$ cat config.mk
export PLATFORM = sky130hd
export DESIGN_NAME = rp_err_signal
export DESIGN_NICKNAME = d
export VERILOG_FILES = /design/src/rtl/rpe_pkg.sv /design/src/rtl/rpe_ctrl_reg.sv /design/src/rtl/rpe_serr_gen.sv /design/src/rtl/rpe_pme_gen.sv /design/src/rtl/rp_err_signal.sv
export SDC_FILE = /design/constraint.sdc
export NUM_CORES = 1
export LEC_CHECK = 0
export BUFFER_PORTS_ARGS = -buffer_cell sky130_fd_sc_hd__buf_4
export CAP_MARGIN = 0
export CORE_AREA = 8 8 45 47
export CTS_BUF_LIST = sky130_fd_sc_hd__clkbuf_8
export CTS_CLUSTER_SIZE = 20
export DETAILED_ROUTE_END_ITERATION = 16
export DIE_AREA = 0 0 53 55
export HOLD_SLACK_MARGIN = 0.15
export PLACE_DENSITY_LB_ADDON = 0.2
export REMOVE_ABC_BUFFERS = 1
export SYNTH_ARGS = -nofsm -noshare
export SYNTH_HDL_FRONTEND = slang
export SYNTH_SLANG_ARGS = --single-unit
$ cat constraint.sdc
create_clock -name clk -period 1.6 [get_ports clk]
set_input_delay 0 -clock clk [delete_from_list [all_inputs] [get_ports clk]]
set_output_delay 0 -clock clk [all_outputs]
set_load 0.05 [all_outputs]
$ cat src/rtl/rpe_pkg.sv
// Package: shared widths and bit positions for the root port error
// signalling controller. Assumes a 16-bit control word with four live bits.
package rpe_pkg;
    localparam int RPE_REG_W   = 16;
    localparam int RPE_CTRL_W  = 4;
    localparam int RPE_SEV_N   = 3;
    localparam int RPE_BE_W    = RPE_REG_W / 8;
    // Bit positions; the severity order matches the error strobe vector
    localparam int SEV_COR     = 0;
    localparam int SEV_NONFAT  = 1;
    localparam int SEV_FATAL   = 2;
    localparam int PME_EN_BIT  = 3;
endpackage

$ cat src/rtl/rpe_ctrl_reg.sv
// Module: rpe_ctrl_reg
// Holds the live bits of the control word. Only the low byte lane can
// write them; the high byte lane and the reserved bits ignore writes.
// Assumes CTRL_W <= 8, so all live bits sit in byte lane 0.
module rpe_ctrl_reg #(
    parameter int REG_W  = rpe_pkg::RPE_REG_W,
    parameter int CTRL_W = rpe_pkg::RPE_CTRL_W,
    localparam int BE_W  = REG_W / 8
) (
    input  logic              clk,
    input  logic              rst_n,
    input  logic              wr_we,
    input  logic [BE_W-1:0]   wr_be,
    input  logic [REG_W-1:0]  wr_data,
    output logic [CTRL_W-1:0] ctrl_q
);
    logic lane0_wr;
    logic unused_wr_bits;

    // Purpose: a write reaches the live bits only through byte lane 0
    assign lane0_wr       = wr_we && wr_be[0];
    assign unused_wr_bits = ^{wr_be[BE_W-1:1], wr_data[REG_W-1:CTRL_W]};

    for (genvar b = 0; b < CTRL_W; b++) begin : g_bit
        // Purpose: one read/write control bit with synchronous reset to zero
        always_ff @(posedge clk) begin
            if (!rst_n)        ctrl_q[b] <= 1'b0;
            else if (lane0_wr) ctrl_q[b] <= wr_data[b];
        end
    end

    AST_LANE0_ONLY: assert property (@(posedge clk) disable iff (!rst_n)
        (wr_we && !wr_be[0]) |=> $stable(ctrl_q));
endmodule

$ cat src/rtl/rpe_serr_gen.sv
// Module: rpe_serr_gen
// Masks the error strobes with the per-severity enables and registers one
// SERR pulse. Assumes the strobes are synchronous single-cycle pulses.
module rpe_serr_gen #(
    parameter int SEV_N = rpe_pkg::RPE_SEV_N
) (
    input  logic             clk,
    input  logic             rst_n,
    input  logic [SEV_N-1:0] err_vec,
    input  logic [SEV_N-1:0] sev_en,
    output logic             serr_pulse
);
    logic any_hit;

    // Purpose: OR of all enabled severities, so several strobes in one cycle give one pulse
    assign any_hit = |(err_vec & sev_en);

    // Purpose: register the pulse one clock after the strobe
    always_ff @(posedge clk) begin
        if (!rst_n) serr_pulse <= 1'b0;
        else        serr_pulse <= any_hit;
    end

    AST_SERR_MASKED: assert property (@(posedge clk) disable iff (!rst_n)
        ((err_vec & sev_en) == '0) |=> !serr_pulse);
    AST_SERR_FIRES: assert property (@(posedge clk) disable iff (!rst_n)
        ((err_vec & sev_en) != '0) |=> serr_pulse);
endmodule

$ cat src/rtl/rpe_pme_gen.sv
// Module: rpe_pme_gen
// Raises a PME interrupt pulse in two cases: a PME message arrives while the
// interrupt is enabled, or the enable is written from 0 to 1 while a PME is
// pending. The held enable is the previous value used for edge detection.
module rpe_pme_gen (
    input  logic clk,
    input  logic rst_n,
    input  logic en_q,
    input  logic en_wr,
    input  logic en_wr_val,
    input  logic pme_msg,
    input  logic pme_pend,
    output logic pme_irq
);
    logic en_rise;
    logic fire;

    // Purpose: a write sets the enable while the held value is still clear
    assign en_rise = en_wr && en_wr_val && !en_q;
    // Purpose: combine the message trigger and the pending-on-enable trigger
    assign fire    = (pme_msg && en_q) || (en_rise && pme_pend);

    // Purpose: register the interrupt pulse one clock after its cause
    always_ff @(posedge clk) begin
        if (!rst_n) pme_irq <= 1'b0;
        else        pme_irq <= fire;
    end

    AST_PME_IDLE: assert property (@(posedge clk) disable iff (!rst_n)
        (!pme_msg && !pme_pend) |=> !pme_irq);
    AST_PME_NO_REARM: assert property (@(posedge clk) disable iff (!rst_n)
        (en_q && !pme_msg) |=> !pme_irq);
endmodule

$ cat src/rtl/rp_err_signal.sv
// Module: rp_err_signal (top)
// Root port control word with the SERR and PME interrupt logic behind it.
// Assumes all strobes are synchronous to clk. The read data is the current word.
module rp_err_signal #(
    parameter int REG_W  = rpe_pkg::RPE_REG_W,
    parameter int CTRL_W = rpe_pkg::RPE_CTRL_W,
    parameter int SEV_N  = rpe_pkg::RPE_SEV_N,
    localparam int BE_W  = REG_W / 8
) (
    input  logic             clk,
    input  logic             rst_n,
    input  logic             cfg_we,
    input  logic [BE_W-1:0]  cfg_be,
    input  logic [REG_W-1:0] cfg_wdata,
    output logic [REG_W-1:0] cfg_rdata,
    input  logic             err_cor,
    input  logic             err_nonfatal,
    input  logic             err_fatal,
    input  logic             pme_msg,
    input  logic             pme_status,
    output logic             serr_pulse,
    output logic             pme_irq
);
    import rpe_pkg::*;

    logic [CTRL_W-1:0] ctrl_q;
    logic [SEV_N-1:0]  err_vec;

    // Purpose: gather the severity strobes in enable-bit order
    always_comb begin
        err_vec             = '0;
        err_vec[SEV_COR]    = err_cor;
        err_vec[SEV_NONFAT] = err_nonfatal;
        err_vec[SEV_FATAL]  = err_fatal;
    end

    // Purpose: read data is the live bits with the reserved bits held at zero
    assign cfg_rdata = {{(REG_W-CTRL_W){1'b0}}, ctrl_q};

    rpe_ctrl_reg #(.REG_W(REG_W), .CTRL_W(CTRL_W)) u_ctrl (
        .clk     (clk),
        .rst_n   (rst_n),
        .wr_we   (cfg_we),
        .wr_be   (cfg_be),
        .wr_data (cfg_wdata),
        .ctrl_q  (ctrl_q)
    );

    rpe_serr_gen #(.SEV_N(SEV_N)) u_serr (
        .clk        (clk),
        .rst_n      (rst_n),
        .err_vec    (err_vec),
        .sev_en     (ctrl_q[SEV_N-1:0]),
        .serr_pulse (serr_pulse)
    );

    rpe_pme_gen u_pme (
        .clk       (clk),
        .rst_n     (rst_n),
        .en_q      (ctrl_q[PME_EN_BIT]),
        .en_wr     (cfg_we && cfg_be[0]),
        .en_wr_val (cfg_wdata[PME_EN_BIT]),
        .pme_msg   (pme_msg),
        .pme_pend  (pme_status),
        .pme_irq   (pme_irq)
    );

    AST_RSVD_ZERO: assert property (@(posedge clk) disable iff (!rst_n)
        cfg_rdata[REG_W-1:CTRL_W] == '0);
endmodule

==> summary.txt <==
CLOCK NETWORK
---------------------------------------------------------------------------------
Clock Pin Slew Worst Setup and Hold Paths                                 0.04 ns
Clock tree root buffer cell                                          sky130_fd_sc_hd__clkbuf_8
Num Clock Sinks                                                                 6
Number of buffers between clock root and the deepest sink                       2
Source-to-sink clock delay at the later pin of the worst-skew pair        0.22 ns
Number of buffers inserted during clock tree synthesis                          3
TritonCTS clock tree                                                         done
H-Tree Level Count                                                              1
Post-CTS Setup Bufs                                                             0

TIMING
---------------------------------------------------------------------------------
Max Fclk                                                                0.679 GHz
Shortest period the worst path allows                                     1.47 ns
Setup clock skew after layout                                         0.000327 ns
Final-layout setup total negative slack                                      0 ns
Setup repair after global routing missed its margin                            no
Final Hold Fails                                                                0
Final cycle utilization of the critical path                                92.1%
Number of max-slew violations in the final report                               0
Total of endpoints with negative setup slack in the final report                0

WORST SETUP PATH
---------------------------------------------------------------------------------
Stages on the worst setup path                                                  5
Cell occurring most often along the worst timing path                sky130_fd_sc_hd__dlygate4sd3_1
Source of the critical timing path                                      cfg_be[0]
Critical path, cell by cell                                          dlygate4sd3_1 -> buf_4 -> and3_1 -> o21a_1 -> dlygate4sd3_1
Critical path buffers and inverters                                             3
CP endpoint kind                                                         register
CP required                                                               1.70 ns
Worst Reg-to-Reg Cells                                                          3
Slowest cell on crit path                                            sky130_fd_sc_hd__dlygate4sd3_1
Critical path peak fanout                                                       9
Largest stage delay on the critical path                                  0.55 ns
Worst-case register-to-register setup slack                               0.27 ns
Type of the worst setup path                                               in2reg
Startpoint type of the worst setup path                                input port
WP data arrival                                                           1.58 ns
RR Startpoint                                                        u_ctrl.ctrl_q[0]$_SDFFE_PN0P_
Cell type group with the largest total delay on the critical path    buffers and inverters

FINISH
---------------------------------------------------------------------------------
Post-layout instance count excluding filler cells                              85
Design area                                                               606 µm²
Ant diodes                                                                      0
Area Overhead vs Synth                                                      75.4%
Fraction of layout instances using a drive strength above 1                 30.4%
NumNets Final                                                                  97

LOGIC SYNTHESIS
---------------------------------------------------------------------------------
Area share of the leading cell type in the synthesized netlist              34.8%
Top post-synthesis cells by area                                     sky130_fd_sc_hd__dfxtp_1 (35%), sky130_fd_sc_hd__buf_4 (28%), sky130_fd_sc_hd__a21boi_0 (8.7%)
Distinct cells, synth                                                          12
Post-Synthesis Cell Area                                                  345 µm²
Yosys warns                                                                     0
Synthesis-stage register bit count                                              6
Number of cells produced by synthesis                                          38
Syn avg cell area                                                        9.09 µm²
Largest area contributor in the synthesized netlist                  sky130_fd_sc_hd__dfxtp_1
Share of the yosys chip area belonging to registers                         34.8%

GLOBAL ROUTE
---------------------------------------------------------------------------------
Aggregate global routing overflow                                               0
All-Layer GR Usage                                                          7.32%
Via count of the first global-routing pass                                    355
Largest net degree at the start of global routing                              10
Wire length of the first global-routing pass                              1550 µm
Initial antenna violation count                                                 0

HOLD PATH
---------------------------------------------------------------------------------
Worst min-delay path startpoint                                            cfg_we
Worst hold path stage count                                                     3
Hold Path Class                                                            in2reg

PLACED DESIGN
---------------------------------------------------------------------------------
Final HPWL DP                                                              710 µm
Global placer's final weighted congestion                                   0.697
Placed Area                                                               444 µm²
Number of port buffers                                                         18
Total placed cells including tap cells                                         70

FLOORPLAN
---------------------------------------------------------------------------------
Num ports                                                                      44
Effective utilization at floorplan                                          25.0%
Total die area                                                           2920 µm²
Die height                                                                  55 µm
Area of the placeable core                                               1380 µm²
DIE WIDTH                                                                   53 µm
Row count                                                                      14

FLOW RUN
---------------------------------------------------------------------------------
Max-capacitance violation count                                                 0

ROUTE
---------------------------------------------------------------------------------
WL final                                                                   982 µm
Detailed router's first-iteration violation count                               2
Via count normalized by instance count                                       3.98
Number of nets still failing antenna checks after routing                       0
Number of iterations in the first detailed-routing pass                         4
Detailed-route wire length per cell                                       11.6 µm
Via Count                                                                     338
DRC                                                                             0

POWER
---------------------------------------------------------------------------------
Leakage Power                                                            0.293 nW
Post-route total power                                                   0.547 mW
VDD IR-drop max                                                            322 µV
P per Cell Area                                                        904 nW/µm²

OUTCOME
---------------------------------------------------------------------------------
Outcome                                                                 completed

[flip-flops by register name, summed over array words and instances (netlist names)]
signal             cells
u_serr.serr_pulse      1
u_pme.pme_irq          1
u_ctrl.ctrl_q          4
[through the flow]
stage / setup slack [ns] / hold WS [ns] / utilization, %
after floorplan: 0.582 / 0.118 / -
after global placement: 0.758 / 0.245 / 32.1
after detailed placement: 0.767 / 0.245 / 32.1
after CTS: 0.145 / 0.186 / 43.8
after global routing: 0.120 / 0.228 / 43.8
final: 0.126 / 0.189 / 43.8
[kinds of logic after synthesis]
group,Yosys count,synth area share [%]
AND/OR/NAND/NOR,8,14.1
other,1,1.09
flip-flops,6,34.8
buffers and inverters,13,28.3
AO/OA/AOI/OAI,10,21.7
[cells in the mapped netlist]
library cell               count
sky130_fd_sc_hd__a21boi_0      4
sky130_fd_sc_hd__a222oi_1      1
sky130_fd_sc_hd__and3_1        4
sky130_fd_sc_hd__buf_4        13
sky130_fd_sc_hd__conb_1        1
sky130_fd_sc_hd__dfxtp_1       6
sky130_fd_sc_hd__nand2_1       1
sky130_fd_sc_hd__nand3_1       1
sky130_fd_sc_hd__nand4b_1      1
sky130_fd_sc_hd__nor2b_1       1
sky130_fd_sc_hd__o21a_1        4
sky130_fd_sc_hd__o21ai_0       1
[worst min-delay path, stage by stage]
cell	delay, ns
sky130_fd_sc_hd__buf_4	0.12
sky130_fd_sc_hd__a21boi_0	0.08
sky130_fd_sc_hd__o21a_1	0.16
[placed cells by master, fill, tap and decap left out, drive strengths merged]
cell and n:
a21boi 4, a222oi 1, and3 4, buf 18, clkbuf 3, conb 12, dfxtp 6, dlygate4sd3 12
nand2 1, nand3 1, nand4b 1, nor2b 1, o21a 4, o21ai 1
[final timing paths]
path,end
worst max-delay path,u_ctrl.ctrl_q[0]$_SDFFE_PN0P_
worst min-delay path,u_ctrl.ctrl_q[3]$_SDFFE_PN0P_
worst max register to register,u_serr.serr_pulse$_SDFF_PN0_
worst min register to register,u_pme.pme_irq$_SDFF_PN0_
[final cells by class]
class	count	area, µm²
sequential	6	120
tap	16	20.0
fill	141	778
timing repair buffer	30	255
clock buffer	3	41.3
multi-input combinational	30	169
[where the power goes]
part	leakage (nW)	total, mW	switching (mW)	internal (mW)
clock network	0.0216	0.226	0.0644	0.162
logic	0.223	0.161	0.106	0.0543
registers	0.0490	0.161	0.00389	0.157
total	0.293	0.547	0.174	0.373
[repair_timing]
action,4_1_cts,5_1_grt
endpoints found under the hold margin,6,0
gates resized for setup,0,0
hold buffers,12,0
[metal layers]
metal | wire, µm | vias to the layer above | share of wire (%) | global-route usage (%)
met4 | 16 | 0 | 1.6 | 5.17
met2 | 445 | 18 | 45 | 9.96
li1 | - | 172 | - | -
met3 | 141 | 2 | 14 | 5.88
met1 | 379 | 146 | 39 | 7.44
met5 | 0 | - | 0 | 0
No activity file was read; power rests on OpenSTA's default activity.
